### src/rtl/epq_pkg.sv
package epq_pkg;
  typedef enum logic [1:0] {
    CMP_NORMAL  = 2'd0,
    CMP_PF_FILL = 2'd1,
    CMP_SA_DONE = 2'd2,
    CMP_RSVD    = 2'd3
  } cmp_kind_e;
endpackage

### src/rtl/epq_classify.sv
module epq_classify #(
  parameter int AW         = 32,
  parameter int LINE_BYTES = 64
) (
  input  logic          req_valid_i,
  input  logic [AW-1:0] req_addr_i,
  input  logic          hit_i,
  input  logic          writable_i,
  output logic          push_o,
  output logic [AW-1:0] line_addr_o
);
  localparam logic [AW-1:0] OFS_MASK = AW'(LINE_BYTES - 1);

  // writable hit needs no work
  assign push_o      = req_valid_i && !(hit_i && writable_i);
  assign line_addr_o = req_addr_i & ~OFS_MASK;
endmodule

### src/rtl/epq_fifo.sv
module epq_fifo #(
  parameter int DEPTH = 8,
  parameter int AW    = 32,
  parameter int TW    = 16
) (
  input  logic          clk_i,
  input  logic          rst_ni,
  input  logic          push_i,
  input  logic [AW-1:0] push_addr_i,
  input  logic [TW-1:0] push_rdy_i,
  input  logic          pop_i,
  output logic          head_valid_o,
  output logic [AW-1:0] head_addr_o,
  output logic [TW-1:0] head_rdy_o,
  output logic          drop_o
);
  localparam int PW  = (DEPTH > 1) ? $clog2(DEPTH) : 1;
  localparam int CNW = $clog2(DEPTH + 1);

  logic [AW-1:0]  addr_q [DEPTH];
  logic [TW-1:0]  rdy_q  [DEPTH];
  logic [PW-1:0]  hd_q, tl_q;
  logic [CNW-1:0] cnt_q;
  logic           full, empty, do_pop;

  function automatic logic [PW-1:0] nxt(input logic [PW-1:0] p);
    return (p == PW'(DEPTH - 1)) ? '0 : p + 1'b1;
  endfunction

  assign full   = (cnt_q == CNW'(DEPTH));
  assign empty  = (cnt_q == '0);
  assign do_pop = pop_i && !empty;
  assign drop_o = push_i && full && !do_pop;

  always_ff @(posedge clk_i or negedge rst_ni) begin
    if (!rst_ni) begin
      hd_q  <= '0;
      tl_q  <= '0;
      cnt_q <= '0;
    end else begin
      if (do_pop || drop_o) hd_q <= nxt(hd_q);
      if (push_i)           tl_q <= nxt(tl_q);
      if (push_i && !do_pop && !full) cnt_q <= cnt_q + 1'b1;
      else if (!push_i && do_pop)     cnt_q <= cnt_q - 1'b1;
    end
  end

  // when full, tail aliases head, which is leaving this cycle
  always_ff @(posedge clk_i) begin
    if (push_i) begin
      addr_q[tl_q] <= push_addr_i;
      rdy_q[tl_q]  <= push_rdy_i;
    end
  end

  assign head_valid_o = !empty;
  assign head_addr_o  = addr_q[hd_q];
  assign head_rdy_o   = rdy_q[hd_q];

  AST_NO_OVERFLOW: assert property (@(posedge clk_i) disable iff (!rst_ni)
    cnt_q <= CNW'(DEPTH));
  AST_DROP_KEEPS_FULL: assert property (@(posedge clk_i) disable iff (!rst_ni)
    drop_o |=> cnt_q == CNW'(DEPTH));
endmodule

### src/rtl/epq_cmp_route.sv
module epq_cmp_route #(
  parameter int AW = 32
) (
  input  logic          clk_i,
  input  logic          rst_ni,
  input  logic          cmp_valid_i,
  input  logic [1:0]    cmp_kind_i,
  input  logic [AW-1:0] cmp_addr_i,
  output logic          mark_pf_o,
  output logic [AW-1:0] mark_addr_o,
  output logic          retry_o,
  output logic          cpu_resp_o
);
  import epq_pkg::*;

  cmp_kind_e kind;
  assign kind = cmp_kind_e'(cmp_kind_i);

  always_ff @(posedge clk_i or negedge rst_ni) begin
    if (!rst_ni) begin
      mark_pf_o   <= 1'b0;
      mark_addr_o <= '0;
      retry_o     <= 1'b0;
      cpu_resp_o  <= 1'b0;
    end else begin
      mark_pf_o  <= cmp_valid_i && (kind == CMP_PF_FILL);
      retry_o    <= cmp_valid_i && (kind == CMP_SA_DONE);
      cpu_resp_o <= cmp_valid_i && (kind == CMP_NORMAL);
      if (cmp_valid_i && kind == CMP_PF_FILL) mark_addr_o <= cmp_addr_i;
    end
  end

  AST_ONE_ROUTE: assert property (@(posedge clk_i) disable iff (!rst_ni)
    $onehot0({mark_pf_o, retry_o, cpu_resp_o}));
  AST_RETRY_SRC: assert property (@(posedge clk_i) disable iff (!rst_ni)
    (cmp_valid_i && kind == CMP_SA_DONE) |=> retry_o && !cpu_resp_o);
  AST_MARK_SRC: assert property (@(posedge clk_i) disable iff (!rst_ni)
    (cmp_valid_i && kind == CMP_PF_FILL) |=> mark_pf_o && mark_addr_o == $past(cmp_addr_i));
endmodule

### src/rtl/epq_filter.sv
module epq_filter #(
  parameter int AW         = 32,
  parameter int LINE_BYTES = 64,
  parameter int DEPTH      = 8,
  parameter int PF_LAT     = 4,
  parameter int TW         = 16,
  parameter int CW         = 16,
  localparam int SW        = $clog2(LINE_BYTES) + 1
) (
  input  logic          clk_i,
  input  logic          rst_ni,
  input  logic          sa_valid_i,
  input  logic [AW-1:0] sa_addr_i,
  input  logic          sa_hit_i,
  input  logic          sa_writable_i,
  input  logic          mshr_full_i,
  output logic          pf_valid_o,
  input  logic          pf_ready_i,
  output logic [AW-1:0] pf_addr_o,
  output logic [SW-1:0] pf_size_o,
  output logic [CW-1:0] drop_cnt_o,
  input  logic          cmp_valid_i,
  input  logic [1:0]    cmp_kind_i,
  input  logic [AW-1:0] cmp_addr_i,
  output logic          mark_pf_o,
  output logic [AW-1:0] mark_addr_o,
  output logic          retry_o,
  output logic          cpu_resp_o
);
  localparam logic [TW-1:0] STAMP_OFS = TW'(PF_LAT + 1);
  localparam logic [AW-1:0] OFS_MASK  = AW'(LINE_BYTES - 1);

  logic [TW-1:0] now_q, head_rdy, age;
  logic [AW-1:0] line_addr, head_addr;
  logic          push, head_valid, drop, eligible;

  always_ff @(posedge clk_i or negedge rst_ni) begin
    if (!rst_ni) now_q <= '0;
    else         now_q <= now_q + 1'b1;
  end

  epq_classify #(.AW(AW), .LINE_BYTES(LINE_BYTES)) u_cls (
    .req_valid_i (sa_valid_i),
    .req_addr_i  (sa_addr_i),
    .hit_i       (sa_hit_i),
    .writable_i  (sa_writable_i),
    .push_o      (push),
    .line_addr_o (line_addr)
  );

  epq_fifo #(.DEPTH(DEPTH), .AW(AW), .TW(TW)) u_q (
    .clk_i        (clk_i),
    .rst_ni       (rst_ni),
    .push_i       (push),
    .push_addr_i  (line_addr),
    .push_rdy_i   (now_q + STAMP_OFS),
    .pop_i        (pf_valid_o && pf_ready_i),
    .head_valid_o (head_valid),
    .head_addr_o  (head_addr),
    .head_rdy_o   (head_rdy),
    .drop_o       (drop)
  );

  // wrap-safe "now >= ready"
  assign age        = now_q - head_rdy;
  assign eligible   = head_valid && !age[TW-1];
  assign pf_valid_o = eligible && !mshr_full_i;
  assign pf_addr_o  = head_addr;
  assign pf_size_o  = SW'(LINE_BYTES);

  always_ff @(posedge clk_i or negedge rst_ni) begin
    if (!rst_ni)   drop_cnt_o <= '0;
    else if (drop) drop_cnt_o <= drop_cnt_o + 1'b1;
  end

  epq_cmp_route #(.AW(AW)) u_cmp (
    .clk_i       (clk_i),
    .rst_ni      (rst_ni),
    .cmp_valid_i (cmp_valid_i),
    .cmp_kind_i  (cmp_kind_i),
    .cmp_addr_i  (cmp_addr_i),
    .mark_pf_o   (mark_pf_o),
    .mark_addr_o (mark_addr_o),
    .retry_o     (retry_o),
    .cpu_resp_o  (cpu_resp_o)
  );

  AST_MSHR_GATE: assert property (@(posedge clk_i) disable iff (!rst_ni)
    mshr_full_i |-> !pf_valid_o);
  AST_PF_ALIGNED: assert property (@(posedge clk_i) disable iff (!rst_ni)
    pf_valid_o |-> (pf_addr_o & OFS_MASK) == '0);
  AST_ABSORB_NO_DROP: assert property (@(posedge clk_i) disable iff (!rst_ni)
    (sa_valid_i && sa_hit_i && sa_writable_i) |=> $stable(drop_cnt_o));
endmodule

### config.mk
export PLATFORM = sky130hd
export DESIGN_NAME = epq_filter
export DESIGN_NICKNAME = d
export VERILOG_FILES = /design/src/rtl/epq_pkg.sv /design/src/rtl/epq_classify.sv /design/src/rtl/epq_fifo.sv /design/src/rtl/epq_cmp_route.sv /design/src/rtl/epq_filter.sv
export SDC_FILE = /design/constraint.sdc
export NUM_CORES = 1
export LEC_CHECK = 0
export ABC_AREA = 1
export BUFFER_PORTS_ARGS = -buffer_cell sky130_fd_sc_hd__buf_4
export CAP_MARGIN = 20
export CORE_ASPECT_RATIO = 1.75
export CORE_MARGIN = 4
export CORE_UTILIZATION = 40
export DETAILED_ROUTE_END_ITERATION = 8
export SYNTH_ARGS = -nofsm -noshare
export SYNTH_HDL_FRONTEND = slang
export SYNTH_SLANG_ARGS = --single-unit
### constraint.sdc
create_clock -name clk_i -period 3.5 [get_ports clk_i]
set_input_delay 0.175 -clock clk_i [delete_from_list [all_inputs] [get_ports clk_i]]
set_output_delay 0.175 -clock clk_i [all_outputs]
set_load 0.005 [all_outputs]
==> run metrics <==
status completed; Placed Cells 2134; Clock Root Buffer clkbuf_16; I/O Buffers 145; final hold vios 0; GRT Total Usage 0.171; count of cell types in the netlist 36; unrepaired setup endpoints after global routing true; CTS tree built; vias in the first global route 12041; ys async rst share 0.186; Post-Route WL 39900 µm; Placed Area 0.0190 mm²; share of cells above drive strength 1 0.195; Yosys Warn Count 0; fin crit share 0.980; initial antenna violation count 0; Sequential cell area 0.0120 mm²; crit end category register; Main synth FF type edfxtp_1; critical path arrival 3860 ps; Peak VDD IR 383 µV; fin. max-slew vios 0; pwr dens 738 mW/mm²; DR iter-0 viols 663; Initial Utilization 0.405; drt drc 0; Yosys reg bits 413; H-tree depth 2; Seq/Total Area, Yosys 0.708; io pins 165; area of the multi-input gates 0.00465 mm²; Detailed Place HPWL 22900 µm; clock slew at reported path FFs 70 ps; TritonCTS buffer count 40; CTS Buffer Depth 3; Worst-Skew Late Latency 540 ps; Finished Cell Area 0.0213 mm²; Row Count 99; worst path required time 3930 ps; startpoint types register; remaining global-route overflow 0; combinational group share of total power 0.352; Post-synth EDFFs 336; Diodes inserted 0; worst slew pin tran 950 ps; Placement Setup Slack -95.3 ps; pin count of the biggest net entering global routing 54; Relative slew margins 0.366; final setup vio count 0; maxcap violations 0; Switching Fraction 0.334; hold slack 133 ps; Tot Pwr 15700 µW; Via-to-Cell Ratio 5.06; first-pass GRT wire length 62700 µm; maximum clock rate 292 MHz; worst hold path class input pin to register; # nets final 1795; clk sinks 413; switching power 5240 µW; register share of total power 0.385; Placeable Area 0.0419 mm²; P_leak 0.00819 µW; die area 0.0459 mm²; first-pass iteration count of the detailed router 5; fin worst setup slack 70.9 ps; crit-path max FO 8; critical path class register to register; ANT nets after route 0; Netlist Area Pre-Place 0.0170 mm²; Worst Clk Skew 27.1 ps; fill count 3666; DR WL/cell 17.5 µm; area delta synth->final 25.3%; syn_area_per_cell 11.8 µm²; gpl congestion 0.831; Clock power frac 0.263; min Tclk post-route 3430 ps; die height 280 µm; Die Wd 164 µm; Mapped Cells 1443; Finished Layout Cells 2282; P_int 10500 µW; total number of vias 11552
timing repair:
| action | 4_1_cts | 5_1_grt |
|---|---|---|
| setup endpoints to repair | 3 | 5 |
| pin swaps | 0 | 27 |
| hold buffers | 63 | 0 |
| hold endpoints to repair | 292 | 0 |
| gates resized for setup | 3 | 76 |
| cloned | 0 | 5 |
| setup buffers | 0 | 11 |
Yosys cell counts, types with 2 or more instances:
cell type | n | share of area
a211oi_1 | 2 | 0.00088
a21oi_1 | 5 | 0.0015
a31oi_1 | 27 | 0.010
buf_1 | 7 | 0.0015
buf_2 | 2 | 0.00059
buf_4 | 16 | 0.0071
buf_6 | 3 | 0.0020
clkbuf_1 | 57 | 0.013
conb_1 | 2 | 0.00044
dfrtp_1 | 77 | 0.11
edfxtp_1 | 336 | 0.59
ha_1 | 22 | 0.016
inv_1 | 47 | 0.010
inv_2 | 3 | 0.00066
nand2_1 | 211 | 0.047
nand3_1 | 24 | 0.0071
nand4_1 | 3 | 0.0011
nor2_1 | 283 | 0.063
nor3_1 | 16 | 0.0047
nor4_1 | 4 | 0.0015
o21ai_0 | 184 | 0.054
o21ai_1 | 8 | 0.0024
o221ai_1 | 14 | 0.0072
o22ai_1 | 41 | 0.015
xnor2_1 | 8 | 0.0041
xor2_1 | 31 | 0.016
power groups by stage:
stage          clock [µW]  combinational [µW]  sequential (µW)
2_1_floorplan           0                2830             6090
3_3_place_gp            0                4930             6100
3_5_place_dp            0                5030             6110
4_1_cts              4220                5100             6020
5_1_grt              4410                6170             6090
6_report             4120                5530             6040
sequential cells by signal, summed over array words and instances (netlist names):
register / count
u_cmp.mark_pf_o: 1
u_cmp.retry_o: 1
u_q.rdy_q: 128
drop_cnt_o: 16
u_q.hd_q: 3
u_cmp.mark_addr_o: 32
u_cmp.cpu_resp_o: 1
u_q.tl_q: 3
u_q.addr_q: 208
now_q: 16
u_q.cnt_q: 4
layout make-up:
cell class	instances	area share
timing repair buffer	286	0.115
clock inverter	22	0.00842
clock buffer	49	0.0496
inverter	51	0.00959
tap	555	0.0327
timing repair inverter	1	0.000530
multi-input combinational	905	0.219
sequential	413	0.565
routing by layer:
layer,global-route usage,routed length [µm],vias up
met5,0,0,-
met4,0.0637,1470,0
met3,0.0259,1680,99
met2,0.318,21200,283
met1,0.197,15600,5632
li1,-,-,5538
logic make-up (layout without fill, tap and decap cells):
logic type | count (synthesis) | after routing | synth area share
compound gates | 285 | 285 | 0.0931
simple gates | 545 | 545 | 0.126
fa+ha+maj | 23 | 23 | 0.0174
flops | 413 | 413 | 0.708
other cells | 2 | 13 | 0.000443
xor+xnor | 39 | 39 | 0.0201
buf+inv | 136 | 409 | 0.0352
cells in the final DEF (no fill, tap or decap), types with 9 or more instances in the layout:
cell type / n
dfrtp_1: 75
conb_1: 13
nor2_1: 271
dlygate4sd3_1: 63
edfxtp_1: 336
o21ai_1: 26
buf_4: 208
o221ai_1: 13
nor2_4: 9
a31oi_1: 26
ha_1: 17
clkbuf_16: 44
nor3_1: 15
nand2_1: 202
nand3_1: 23
inv_1: 46
nand2_2: 9
clkinv_2: 9
xor2_1: 31
o22ai_1: 40
o21ai_0: 159
critical path: stages (launching register included):
cell,delay (ps)
dfrtp_4,570
clkinv_8,110
buf_8,120
nor2_1,40
o221ai_1,210
o21ai_1,110
ha_1,320
nand2_2,90
nor2_1,50
a211oi_2,250
nor2_1,90
nor2_2,180
nand2_2,90
nand2_2,90
nand4_4,110
nand2_4,120
ha_4,210
buf_4,140
a31oi_4,140
inv_2,50
nand2_2,60
nand2_1,50
nand2_1,60
nand2_1,50
per-stage QoR:
step | util | setup TNS (ps)
final | 0.508 | 0
after global routing | 0.508 | -238
after CTS | 0.498 | 0
after detailed placement | 0.453 | -104
after global placement | 0.453 | -36.1
after floorplan | - | 0
final timing paths:
check | slack [ps] | cells past startpoint | from | end
worst max-delay path | 70 | 23 | u_q.hd_q[0]$_DFFE_PN0P_ | u_q.cnt_q[3]$_DFFE_PN0P_
worst min-delay path | 130 | 4 | sa_valid_i | u_q.tl_q[0]$_DFFE_PN0P_
worst max register to register | 70 | 23 | u_q.hd_q[0]$_DFFE_PN0P_ | u_q.cnt_q[3]$_DFFE_PN0P_
worst min register to register | 480 | 2 | u_cmp.mark_addr_o[9]$_DFFE_PN0P_ | u_cmp.mark_addr_o[9]$_DFFE_PN0P_
max in group asynchronous | 2420 | 3 | rst_ni | u_cmp.mark_pf_o$_DFF_PN0_
min in group asynchronous | 250 | 2 | rst_ni | drop_cnt_o[15]$_DFFE_PN0P_
Note: power is estimated with default switching activity, not from simulation.
